**config.mk**
```make
export PLATFORM = sky130hd
export DESIGN_NAME = spi_fifo_irq
export DESIGN_NICKNAME = d
export VERILOG_FILES = /design/src/rtl/spi_fifo_pkg.sv /design/src/rtl/spi_rst_sync.sv /design/src/rtl/spi_byte_fifo.sv /design/src/rtl/spi_irq_status.sv /design/src/rtl/spi_fifo_irq.sv
export SDC_FILE = /design/constraint.sdc
export NUM_CORES = 1
export LEC_CHECK = 0
export BUFFER_PORTS_ARGS = -buffer_cell sky130_fd_sc_hd__buf_2
export CORE_ASPECT_RATIO = 0.7
export CORE_MARGIN = 5
export CORE_UTILIZATION = 50
export DETAILED_ROUTE_END_ITERATION = 16
export GPL_ROUTABILITY_DRIVEN = 0
export GPL_TIMING_DRIVEN = 0
export PLACE_DENSITY = 0.66
export SLEW_MARGIN = 20
export SYNTH_ARGS = -nofsm -noshare
export SYNTH_HDL_FRONTEND = slang
export SYNTH_SLANG_ARGS = --single-unit
```
**constraint.sdc**
```tcl
create_clock -name clk -period 6.5 [get_ports clk]
set_input_delay 0.325 -clock clk [delete_from_list [all_inputs] [get_ports clk]]
set_output_delay 0.325 -clock clk [all_outputs]
set_load 0.03 [all_outputs]
```
**src/rtl/spi_fifo_pkg.sv**
```systemverilog
package spi_fifo_pkg;
  // register word addresses
  localparam int REG_AW = 3;
  localparam logic [REG_AW-1:0] A_CTRL = 3'd0;
  localparam logic [REG_AW-1:0] A_STAT = 3'd1;
  localparam logic [REG_AW-1:0] A_IEN  = 3'd2;
  localparam logic [REG_AW-1:0] A_ISTS = 3'd3;
  localparam logic [REG_AW-1:0] A_TXD  = 3'd4;
  localparam logic [REG_AW-1:0] A_RXD  = 3'd5;

  // interrupt status bit positions
  localparam int STS_W       = 13;
  localparam int B_RX_RDY    = 0;
  localparam int B_RX_EMPTY  = 1;
  localparam int B_RX_FULL   = 2;
  localparam int B_TX_REQ    = 4;
  localparam int B_TX_EMPTY  = 5;
  localparam int B_TX_FULL   = 6;
  localparam int B_RX_OVF    = 8;
  localparam int B_RX_UDR    = 9;
  localparam int B_TX_OVF    = 10;
  localparam int B_TX_UDR    = 11;
  localparam int B_XFER_DONE = 12;

  // control register field positions
  localparam int TRIG_W      = 8;
  localparam int C_TX_FLUSH  = 31;
  localparam int C_TX_TRIG   = 16;
  localparam int C_RX_FLUSH  = 15;
  localparam int C_RX_TRIG   = 0;

  localparam logic [TRIG_W-1:0] TX_TRIG_RST = 8'h00;
  localparam logic [TRIG_W-1:0] RX_TRIG_RST = 8'h01;
endpackage

```
**src/rtl/spi_rst_sync.sv**
```systemverilog
module spi_rst_sync (
  input  logic clk,
  input  logic rst_n,
  output logic rst_sync_n
);
  logic [1:0] stage_q;

  always_ff @(posedge clk or negedge rst_n) begin
    if (!rst_n) stage_q <= 2'b00;
    else        stage_q <= {stage_q[0], 1'b1};
  end

  assign rst_sync_n = stage_q[1];
endmodule

```
**src/rtl/spi_byte_fifo.sv**
```systemverilog
module spi_byte_fifo #(
  parameter int DEPTH = 64,
  parameter int DW    = 8,
  parameter int CNT_W = $clog2(DEPTH + 1)
) (
  input  logic             clk,
  input  logic             rst_n,
  input  logic             flush,
  input  logic             push,
  input  logic [DW-1:0]    push_data,
  input  logic             pop,
  output logic [DW-1:0]    head,
  output logic [CNT_W-1:0] count,
  output logic             full,
  output logic             empty
);
  localparam int PTR_W = (DEPTH > 1) ? $clog2(DEPTH) : 1;

  logic [DW-1:0]    mem [DEPTH];
  logic [PTR_W-1:0] wr_q, wr_d, rd_q, rd_d;
  logic [CNT_W-1:0] cnt_q, cnt_d;
  logic             push_ok, pop_ok, mem_we;

  function automatic logic [PTR_W-1:0] adv(input logic [PTR_W-1:0] p);
    return (p == PTR_W'(DEPTH - 1)) ? '0 : p + 1'b1;
  endfunction

  always_comb begin
    full    = (cnt_q == CNT_W'(DEPTH));
    empty   = (cnt_q == '0);
    push_ok = push && !full;
    pop_ok  = pop && !empty;
    mem_we  = push_ok && !flush;
    wr_d    = wr_q;
    rd_d    = rd_q;
    cnt_d   = cnt_q;
    if (flush) begin
      wr_d  = '0;
      rd_d  = '0;
      cnt_d = '0;
    end else begin
      if (push_ok) wr_d = adv(wr_q);
      if (pop_ok)  rd_d = adv(rd_q);
      cnt_d = cnt_q + CNT_W'(push_ok) - CNT_W'(pop_ok);
    end
  end

  always_ff @(posedge clk or negedge rst_n) begin
    if (!rst_n) begin
      wr_q  <= '0;
      rd_q  <= '0;
      cnt_q <= '0;
    end else begin
      wr_q  <= wr_d;
      rd_q  <= rd_d;
      cnt_q <= cnt_d;
    end
  end

  always_ff @(posedge clk) begin
    if (mem_we) mem[wr_q] <= push_data;
  end

  assign head  = mem[rd_q];
  assign count = cnt_q;
endmodule

```
**src/rtl/spi_irq_status.sv**
```systemverilog
module spi_irq_status #(
  parameter int NB = 13
) (
  input  logic          clk,
  input  logic          rst_n,
  input  logic [NB-1:0] set,
  input  logic [NB-1:0] clr,
  input  logic [NB-1:0] enable,
  output logic [NB-1:0] sts,
  output logic          irq
);
  logic [NB-1:0] sts_q, sts_d;
  logic          sts_en;

  always_comb begin
    sts_d  = (sts_q | set) & ~clr;
    sts_en = |(sts_d ^ sts_q);
  end

  always_ff @(posedge clk or negedge rst_n) begin
    if (!rst_n)      sts_q <= '0;
    else if (sts_en) sts_q <= sts_d;
  end

  assign sts = sts_q;
  assign irq = |(sts_q & enable);
endmodule

```
**src/rtl/spi_fifo_irq.sv**
```systemverilog
module spi_fifo_irq
  import spi_fifo_pkg::*;
#(
  parameter int DEPTH = 64
) (
  input  logic        clk,
  input  logic        rst_n,
  input  logic        reg_wr,
  input  logic        reg_rd,
  input  logic [2:0]  reg_addr,
  input  logic [31:0] reg_wdata,
  output logic [31:0] reg_rdata,
  input  logic        eng_tx_pop,
  output logic        eng_tx_avail,
  output logic [7:0]  eng_tx_data,
  input  logic        eng_rx_push,
  input  logic [7:0]  eng_rx_data,
  input  logic        eng_done,
  output logic        irq
);
  localparam int CNT_W = $clog2(DEPTH + 1);
  localparam int DW    = 8;

  logic rst_sync_n;

  // register state
  logic [TRIG_W-1:0] tx_trig_q, tx_trig_d, rx_trig_q, rx_trig_d;
  logic              tx_pend_q, tx_pend_d, rx_pend_q, rx_pend_d;
  logic [STS_W-1:0]  ien_q, ien_d;
  logic              ctrl_en, ien_en;

  // decode
  logic wr_ctrl, wr_ien, wr_ists, wr_txd, rd_rxd;

  // fifo side
  logic [DW-1:0]    tx_head, rx_head;
  logic [CNT_W-1:0] tx_cnt, rx_cnt;
  logic             tx_full, tx_empty, rx_full, rx_empty;

  // status
  logic [STS_W-1:0] sts_set, sts_clr, sts;
  logic             wdata_unused;

  spi_rst_sync u_rst (
    .clk        (clk),
    .rst_n      (rst_n),
    .rst_sync_n (rst_sync_n)
  );

  always_comb begin
    wr_ctrl = reg_wr && (reg_addr == A_CTRL);
    wr_ien  = reg_wr && (reg_addr == A_IEN);
    wr_ists = reg_wr && (reg_addr == A_ISTS);
    wr_txd  = reg_wr && (reg_addr == A_TXD);
    rd_rxd  = reg_rd && (reg_addr == A_RXD);
  end

  // next state of software registers
  always_comb begin
    ctrl_en   = wr_ctrl;
    tx_trig_d = reg_wdata[C_TX_TRIG +: TRIG_W];
    rx_trig_d = reg_wdata[C_RX_TRIG +: TRIG_W];
    tx_pend_d = wr_ctrl && reg_wdata[C_TX_FLUSH];
    rx_pend_d = wr_ctrl && reg_wdata[C_RX_FLUSH];
    ien_en    = wr_ien;
    ien_d     = reg_wdata[STS_W-1:0];
  end

  always_ff @(posedge clk or negedge rst_sync_n) begin
    if (!rst_sync_n) begin
      tx_trig_q <= TX_TRIG_RST;
      rx_trig_q <= RX_TRIG_RST;
      tx_pend_q <= 1'b0;
      rx_pend_q <= 1'b0;
      ien_q     <= '0;
    end else begin
      if (ctrl_en) begin
        tx_trig_q <= tx_trig_d;
        rx_trig_q <= rx_trig_d;
      end
      tx_pend_q <= tx_pend_d;
      rx_pend_q <= rx_pend_d;
      if (ien_en) ien_q <= ien_d;
    end
  end

  spi_byte_fifo #(.DEPTH(DEPTH), .DW(DW), .CNT_W(CNT_W)) u_txq (
    .clk       (clk),
    .rst_n     (rst_sync_n),
    .flush     (tx_pend_q),
    .push      (wr_txd),
    .push_data (reg_wdata[DW-1:0]),
    .pop       (eng_tx_pop),
    .head      (tx_head),
    .count     (tx_cnt),
    .full      (tx_full),
    .empty     (tx_empty)
  );

  spi_byte_fifo #(.DEPTH(DEPTH), .DW(DW), .CNT_W(CNT_W)) u_rxq (
    .clk       (clk),
    .rst_n     (rst_sync_n),
    .flush     (rx_pend_q),
    .push      (eng_rx_push),
    .push_data (eng_rx_data),
    .pop       (rd_rxd),
    .head      (rx_head),
    .count     (rx_cnt),
    .full      (rx_full),
    .empty     (rx_empty)
  );

  // conditions and events feeding the sticky status
  always_comb begin
    sts_set                = '0;
    sts_set[B_RX_RDY]      = TRIG_W'(rx_cnt) >= rx_trig_q;
    sts_set[B_RX_EMPTY]    = rx_empty;
    sts_set[B_RX_FULL]     = rx_full;
    sts_set[B_TX_REQ]      = TRIG_W'(tx_cnt) <= tx_trig_q;
    sts_set[B_TX_EMPTY]    = tx_empty;
    sts_set[B_TX_FULL]     = tx_full;
    sts_set[B_RX_OVF]      = eng_rx_push && rx_full;
    sts_set[B_RX_UDR]      = rd_rxd && rx_empty;
    sts_set[B_TX_OVF]      = wr_txd && tx_full;
    sts_set[B_TX_UDR]      = eng_tx_pop && tx_empty;
    sts_set[B_XFER_DONE]   = eng_done;
    sts_clr                = wr_ists ? reg_wdata[STS_W-1:0] : '0;
  end

  spi_irq_status #(.NB(STS_W)) u_sts (
    .clk    (clk),
    .rst_n  (rst_sync_n),
    .set    (sts_set),
    .clr    (sts_clr),
    .enable (ien_q),
    .sts    (sts),
    .irq    (irq)
  );

  // read mux
  always_comb begin
    case (reg_addr)
      A_CTRL:  reg_rdata = {tx_pend_q, 7'b0, tx_trig_q, rx_pend_q, 7'b0, rx_trig_q};
      A_STAT:  reg_rdata = {8'b0, 8'(tx_cnt), 8'b0, 8'(rx_cnt)};
      A_IEN:   reg_rdata = 32'(ien_q);
      A_ISTS:  reg_rdata = 32'(sts);
      A_RXD:   reg_rdata = rx_empty ? 32'd0 : 32'(rx_head);
      default: reg_rdata = 32'd0;
    endcase
  end

  assign eng_tx_avail = !tx_empty;
  assign eng_tx_data  = tx_empty ? 8'd0 : tx_head;
  assign wdata_unused = ^{reg_wdata[30:24], reg_wdata[14:13]};
endmodule

```
== Yosys cells after proc, flatten, opt, wreduce, memory -nomap -nowiden ==
Memory sizes are Yosys's and may differ from the RTL's.
Index checks and enable logic that the tools add are counted.
Storage, ports and cells
  register bits after elaboration: 84
  memory bits (writable): 1024
  input bits: 50
  output and inout bits: 42
  memories kept: 2
Memories
  u_rxq.mem: words 64, width 8, rd ports 1, clocked after memory_dff 0, write ports 1, RTL line spi_byte_fifo.sv:19  | logic [DW-1:0] mem [DEPTH];
  u_txq.mem: words 64, width 8, rd ports 1, clocked after memory_dff 0, write ports 1, RTL line spi_byte_fifo.sv:19
Cells by class
  $add $sub $neg: 8
  $lt $le $gt $ge: 2
  eq/ne operators: 11
  multiplexer cells: 22
  bitwise operators: 5
  reductions and logical operators: 32
Operator list (number)
  $pmux 32 s5: 1
  $mux 6: 12
  $and 13x13->13: 2
  $reduce_or 13->1: 2
  $add 6x1->6 const B: 4
  $eq 6x6->1 const B: 4
  $logic_and 1x1->1: 17
  $mux 8: 2
  $add 7x1->7: 2
  $eq 7x7->1 const B: 2
  $logic_not 7->1: 2
  $mux 7: 2
  $sub 7x1->7: 2
  $mux 13: 1
  $not 13->13: 1
  $or 13x13->13: 1
  $xor 13x13->13: 1
  $ge 7x8->1: 1
  $le 7x8->1: 1
  $reduce_bool 2->1: 4
  $eq 3x2->1 const B: 2
  $eq 3x3->1 const B: 2
  $logic_not 1->1: 6
  $mux 1: 4
  other kinds (2): 2

== Depth between registers and ports, before layout ==
  depth after elaboration: 7
  depth in mapped cells: 19

== Hierarchy ==
A second synthesis with hierarchy kept.
Unflattened totals
  cell total of the unflattened synthesis: 2490
  area, all modules: 45260.9 µm²
By module, submodules not included
  spi_byte_fifo at u_rxq: instances 1, cells an instance 1099, area an instance 21209.1 µm², sequential area each 15850.2 µm²
  spi_byte_fifo at u_txq: instances 1, cells an instance 1101, area an instance 21207.8 µm², sequential area each 15850.2 µm²
  spi_fifo_irq: instances 1, cells an instance 240, area an instance 2307.2 µm², sequential area each 777.0 µm²
  spi_irq_status: instances 1, cells an instance 47, area an instance 483.0 µm², sequential area each 325.3 µm²
  spi_rst_sync: instances 1, cells an instance 3, area an instance 53.8 µm², sequential area each 50.0 µm²

== Worst setup path after synthesis ==
Ideal clock, no wire load.
  path type: register to register
  from: register u_txq.cnt_q[5], in the netlist u_txq.count[5]
  to: register u_txq.cnt_q[6], in the netlist u_txq.count[6]
  data arrival time: 3.207 ns
  data required time: 6.422 ns
  path slack: 3.215 ns
  cell stages (with the launch flop): 20
  path buffers: 0
  clock period less this slack: 3.285 ns
  cells stage by stage: dfrtp_1 inv_1 ha_1 nand4bb_1 nor2_1 inv_1 nand2_1 inv_1 ha_1 inv_1 ha_1 inv_1 fa_1 inv_1 a21oi_1 nor2_1 o21ai_0 a21oi_1 or3_1 a21oi_1
Between the ends
  elaborated cells between the ends (all ways): 9
  those cells by class: add/sub: 2; eq/ne: 1; mux: 1; reduce/logical: 5
RTL lines
  start: declaration: RTL line spi_byte_fifo.sv:21  | logic [CNT_W-1:0] cnt_q, cnt_d;
  start signal: assignment: RTL line spi_byte_fifo.sv:56  | cnt_q <= cnt_d;
  $logic_not 7->1: RTL line spi_byte_fifo.sv:30  | empty = (cnt_q == '0);
  $logic_not 1->1
  named net eng_tx_avail: RTL line spi_fifo_irq.sv:14  | output logic eng_tx_avail,
  $logic_and 1x1->1: RTL line spi_byte_fifo.sv:32  | pop_ok = pop && !empty;
  $sub 7x1->7: RTL line spi_byte_fifo.sv:44  | cnt_d = cnt_q + CNT_W'(push_ok) - CNT_W'(pop_ok);
  $mux 7: RTL line spi_byte_fifo.sv:37  | if (flush) begin
  named net u_txq.cnt_d[6]: RTL line spi_byte_fifo.sv:21
The timed path passes the listed nets, and every way through them passes these cells.
A chain may end at the register's enable or synchronous reset.

== Final worst setup path ==
  from: register u_rxq.rd_q[2]
  to: output reg_rdata[5]
Between the ends
  cells in the longest elaborated chain, start to end: 3
Ends and longest elaborated chain
  start: declaration: RTL line spi_byte_fifo.sv:20  | logic [PTR_W-1:0] wr_q, wr_d, rd_q, rd_d;
  start signal: assignment: RTL line spi_byte_fifo.sv:55  | rd_q <= rd_d;
  $mem_v2 64x8
  $mux 8: RTL line spi_fifo_irq.sv:147  | A_RXD: reg_rdata = rx_empty ? 32'd0 : 32'(rx_head);
  $pmux 32 s5: RTL line spi_fifo_irq.sv:142  | case (reg_addr)
  end: declaration: RTL line spi_fifo_irq.sv:12  | output logic [31:0] reg_rdata,
No other way between the ends.

==> results.tsv <==
stage	metric	value	unit
run_status	outcome	completed	
synth	synthDistinctLibCells	64	
cells_and_area	fin_cells	3826	
clocking	numCtsBuffers	104	
sta	fin_crit_sh	81.1	%
setup_path	endpoint_kind	output port	
clocking	htree_levels	3	
placed_design	dp_hpwl	74.6	mm
setup_path	path_cells	clkbuf_1 > clkbuf_1 > buf_1 > nand2_1 > o21ai_0 > a21oi_1 > a221oi_1 > nand2_1 > buf_2	
sta	fin_tns_setup	0	ns
pwr	p_clk_share	33.3	%
floorplan	die_area	96000	um2
floorplan	core	89600	um2
placed_design	place_ws	2.26	ns
route	viasPerCell	6.30	
synth	synth_top_area_cell	edfxtp_1	
clocking	cts_tree	done	
sta	setup_ws	1.23	ns
setup_path	critPathMaxStageDelay	0.91	ns
cells_and_area	drive_gt1_share	22.9	%
clocking	clkSlewWorstSetupHoldPaths	0.07	ns
setup_path	cp_max_fo	10	
setup_path	cp.required	6.17	ns
floorplan	io_pins	92	
synth	synth_seq_area_share	73.2	%
worst_hold_path	hold_class	in2reg	
sta	rsz0062_at_grt	no	
sta	clock.fmax	190	MHz
pwr	switching_share	29.0	%
pwr	pwr-share-comb	24.0	%
cells_and_area	final_core_util	56.7	%
grt	antenna_found_initial	2	
pwr	netSwitchingPower	5.61	mW
placed_design	postPlaceCellArea	46900	um2
cells_and_area	area_growth	13.1	%
grt	grt_overflow	0	
clocking	clockBufferDepth	3	
pwr	vdd_drop_max	0.232	mV
synth	synth_seq_cells	1108	
pwr	power.density	381	nW/um2
pwr	p_leak	16.5	nW
route	wl_per_cell	29.5	um
route	wl	113	mm
cells_and_area	design_area	50800	um2
setup_path	slowest_stage	buf_1	
synth	synth.area.top_cells	edfxtp_1, mux4_2, dfrtp_1, nor2_1, mux2i_1	
synth	netlist_area	44900	um2
clocking	cts_setup_buffers	0	
pwr	seqPwrFrac	42.7	%
synth	synth_top_area_share	68.5	%
synth	async_flop_share	7.58	%
route	route.detailed.drc	0	
grt	grt_pass1_wl	164	mm
pwr	p_int	13.7	mW
cells_and_area	layout_common_cells	edfxtp_1, mux4_2, nor2_1, clkbuf_16, buf_2	
placed_design	place_inst	3614	
grt	grt_pass1_vias	23900	
grt	grt_max_degree	70	
grt	track_usage	23.6	%
sta	setup_viol	0	
route	firstDrtPassIters	6	
flow_run	drv_cap	0	
sta	hold_viol	0	
cells_and_area	nets	2653	
setup_path	crit_type	reg2out	
synth	synth-edff-count	1024	
synth	yosys_warnings	0	
placed_design	numPortBuffers	72	
pwr	power	19.4	mW
synth	avgSynthCellArea	19.1	um2
cells_and_area	num-fill-cells	6646	
sta	fin_crit	5.27	ns
clocking	worstSkewPairLatency	0.68	ns
clocking	cts-root-buf	clkbuf_16	
sta	hold-worst-slack	0.0589	ns
setup_path	cp_num_buf_inv	4	
synth	synthFlopType	edfxtp_1	
floorplan	die_h	261	um
route	via_count	24100	
clocking	cts_resized	0	
setup_path	crit_arrival	4.95	ns
floorplan	start_util	50.1	%
clocking	cts_sinks	1108	
setup_path	startpoint_type	register	
floorplan	num_rows	92	
route	antenna_left	0	
sta	worst_pin_slew	1.20	ns
setup_path	critPathTopFamily	buffers and inverters	
cells_and_area	final_common_cell	edfxtp_1	
sta	finalMaxSlewViolations	0	
sta	fin_skew	0.0362	ns
floorplan	fp.dieW	368	um
route	drtIter0Drc	3373	
sta	slew-limit-headroom	20.1	%
synth	synthCells	2354	
## sequential cells by signal, indices dropped and copies added (netlist names)
name           count
u_rxq.count        7
u_rst.stage_q      2
u_txq.count        7
u_rxq.wr_q         6
u_rxq.rd_q         6
rx_pend_q          1
tx_pend_q          1
tx_trig_q          8
ien_q             13
u_sts.sts         13
u_txq.wr_q         6
u_txq.mem        512
u_rxq.mem        512
rx_trig_q          8
u_txq.rd_q         6
## layer usage
layer | global-route usage (%) | vias to the layer above | wire (um)
li1 | - | 9969 | -
met1 | 37.0 | 12600 | 49400
met2 | 32.2 | 1381 | 47200
met3 | 8.25 | 169 | 14200
met4 | 4.50 | 4 | 1980
met5 | 0 | - | 26
## layout make-up
class / count / area, um2 / area share, %
repair buffers: 97 / 662 / 1.30
flip-flops and latches: 1108 / 32900 / 64.7
clock inverters: 60 / 806 / 1.59
plain buffers: 137 / 678 / 1.34
inverters: 45 / 169 / 0.333
multi-input cells: 1072 / 11300 / 22.3
diodes: 1 / 2.50 / 0.00493
well taps: 1175 / 1470 / 2.90
clock buffers: 131 / 2810 / 5.53
## cell usage after synthesis, types with 9 or more instances
cell	instances
clkbuf_1	62
mux4_2	267
mux4_1	9
edfxtp_1	1024
a211oi_1	21
ha_1	36
nand3b_1	11
o21ai_0	32
o22ai_1	28
xor2_1	11
mux2i_1	65
nor3_1	32
a22oi_1	20
nand3_1	25
nand2b_1	13
dfrtp_1	83
buf_2	27
and2_1	9
inv_1	45
o21ai_1	18
a21oi_1	57
nor2b_1	23
nor2_1	184
a32oi_1	9
buf_1	20
buf_4	22
nand2_1	72
mux2_2	18
## worst reg2reg max path: stages (launching register included)
cell	delay, ns
dfrtp_1	0.44
inv_1	0.11
ha_1	0.17
nand4bb_1	0.19
nor2_1	0.60
inv_1	0.21
nand2_1	0.23
inv_1	0.20
ha_1	0.33
inv_1	0.04
ha_1	0.18
inv_1	0.08
fa_1	0.22
inv_1	0.05
a21oi_1	0.14
nor2_1	0.07
o21ai_0	0.21
a21oi_1	0.12
or3_1	0.36
a21oi_1	0.17
## power by group through the flow
stage / clock, mW / sequential, mW / combinational [mW]
floorplan: 0 / 8.32 / 3.05
global placement: 0 / 8.39 / 4.46
detailed placement: 0 / 8.41 / 4.55
CTS: 6.51 / 8.26 / 4.59
global route: 6.82 / 8.28 / 4.94
finish: 6.44 / 8.26 / 4.65
## final timing paths
check	slack (ns)	startpoint	depth (start not counted)	end
hold reg to reg	0.30	u_rst.stage_q[1]	0	rx_trig_q[1]
setup reg to reg	2.30	u_txq.count[5]	19	u_txq.count[6]
min in group asynchronous	0.30	u_rst.stage_q[1]	0	rx_trig_q[1]
max in group asynchronous	5.53	u_rst.stage_q[1]	1	u_txq.rd_q[5]
hold / removal	0.06	reg_rd	3	u_sts.sts[9]
setup / recovery	1.23	u_rxq.rd_q[2]	9	reg_rdata[5]
## cell families after synthesis
| family | count (synthesis) | share of synthesized area, % |
|---|---|---|
| xor+xnor | 16 | 0.312 |
| fa+ha+maj | 38 | 1.09 |
| buf+inv | 182 | 1.89 |
| compound gates | 234 | 3.35 |
| simple gates | 414 | 4.33 |
| other cells | 2 | 0.0167 |
| mux | 360 | 15.8 |
| flops | 1108 | 73.2 |
## repair_timing
action                                  4_1_cts  5_1_grt
hold endpoints to repair                     21        0
endpoints found under the setup margin        0        0
hold buffers                                 20        0
Note: power is estimated with default switching activity, not from simulation.
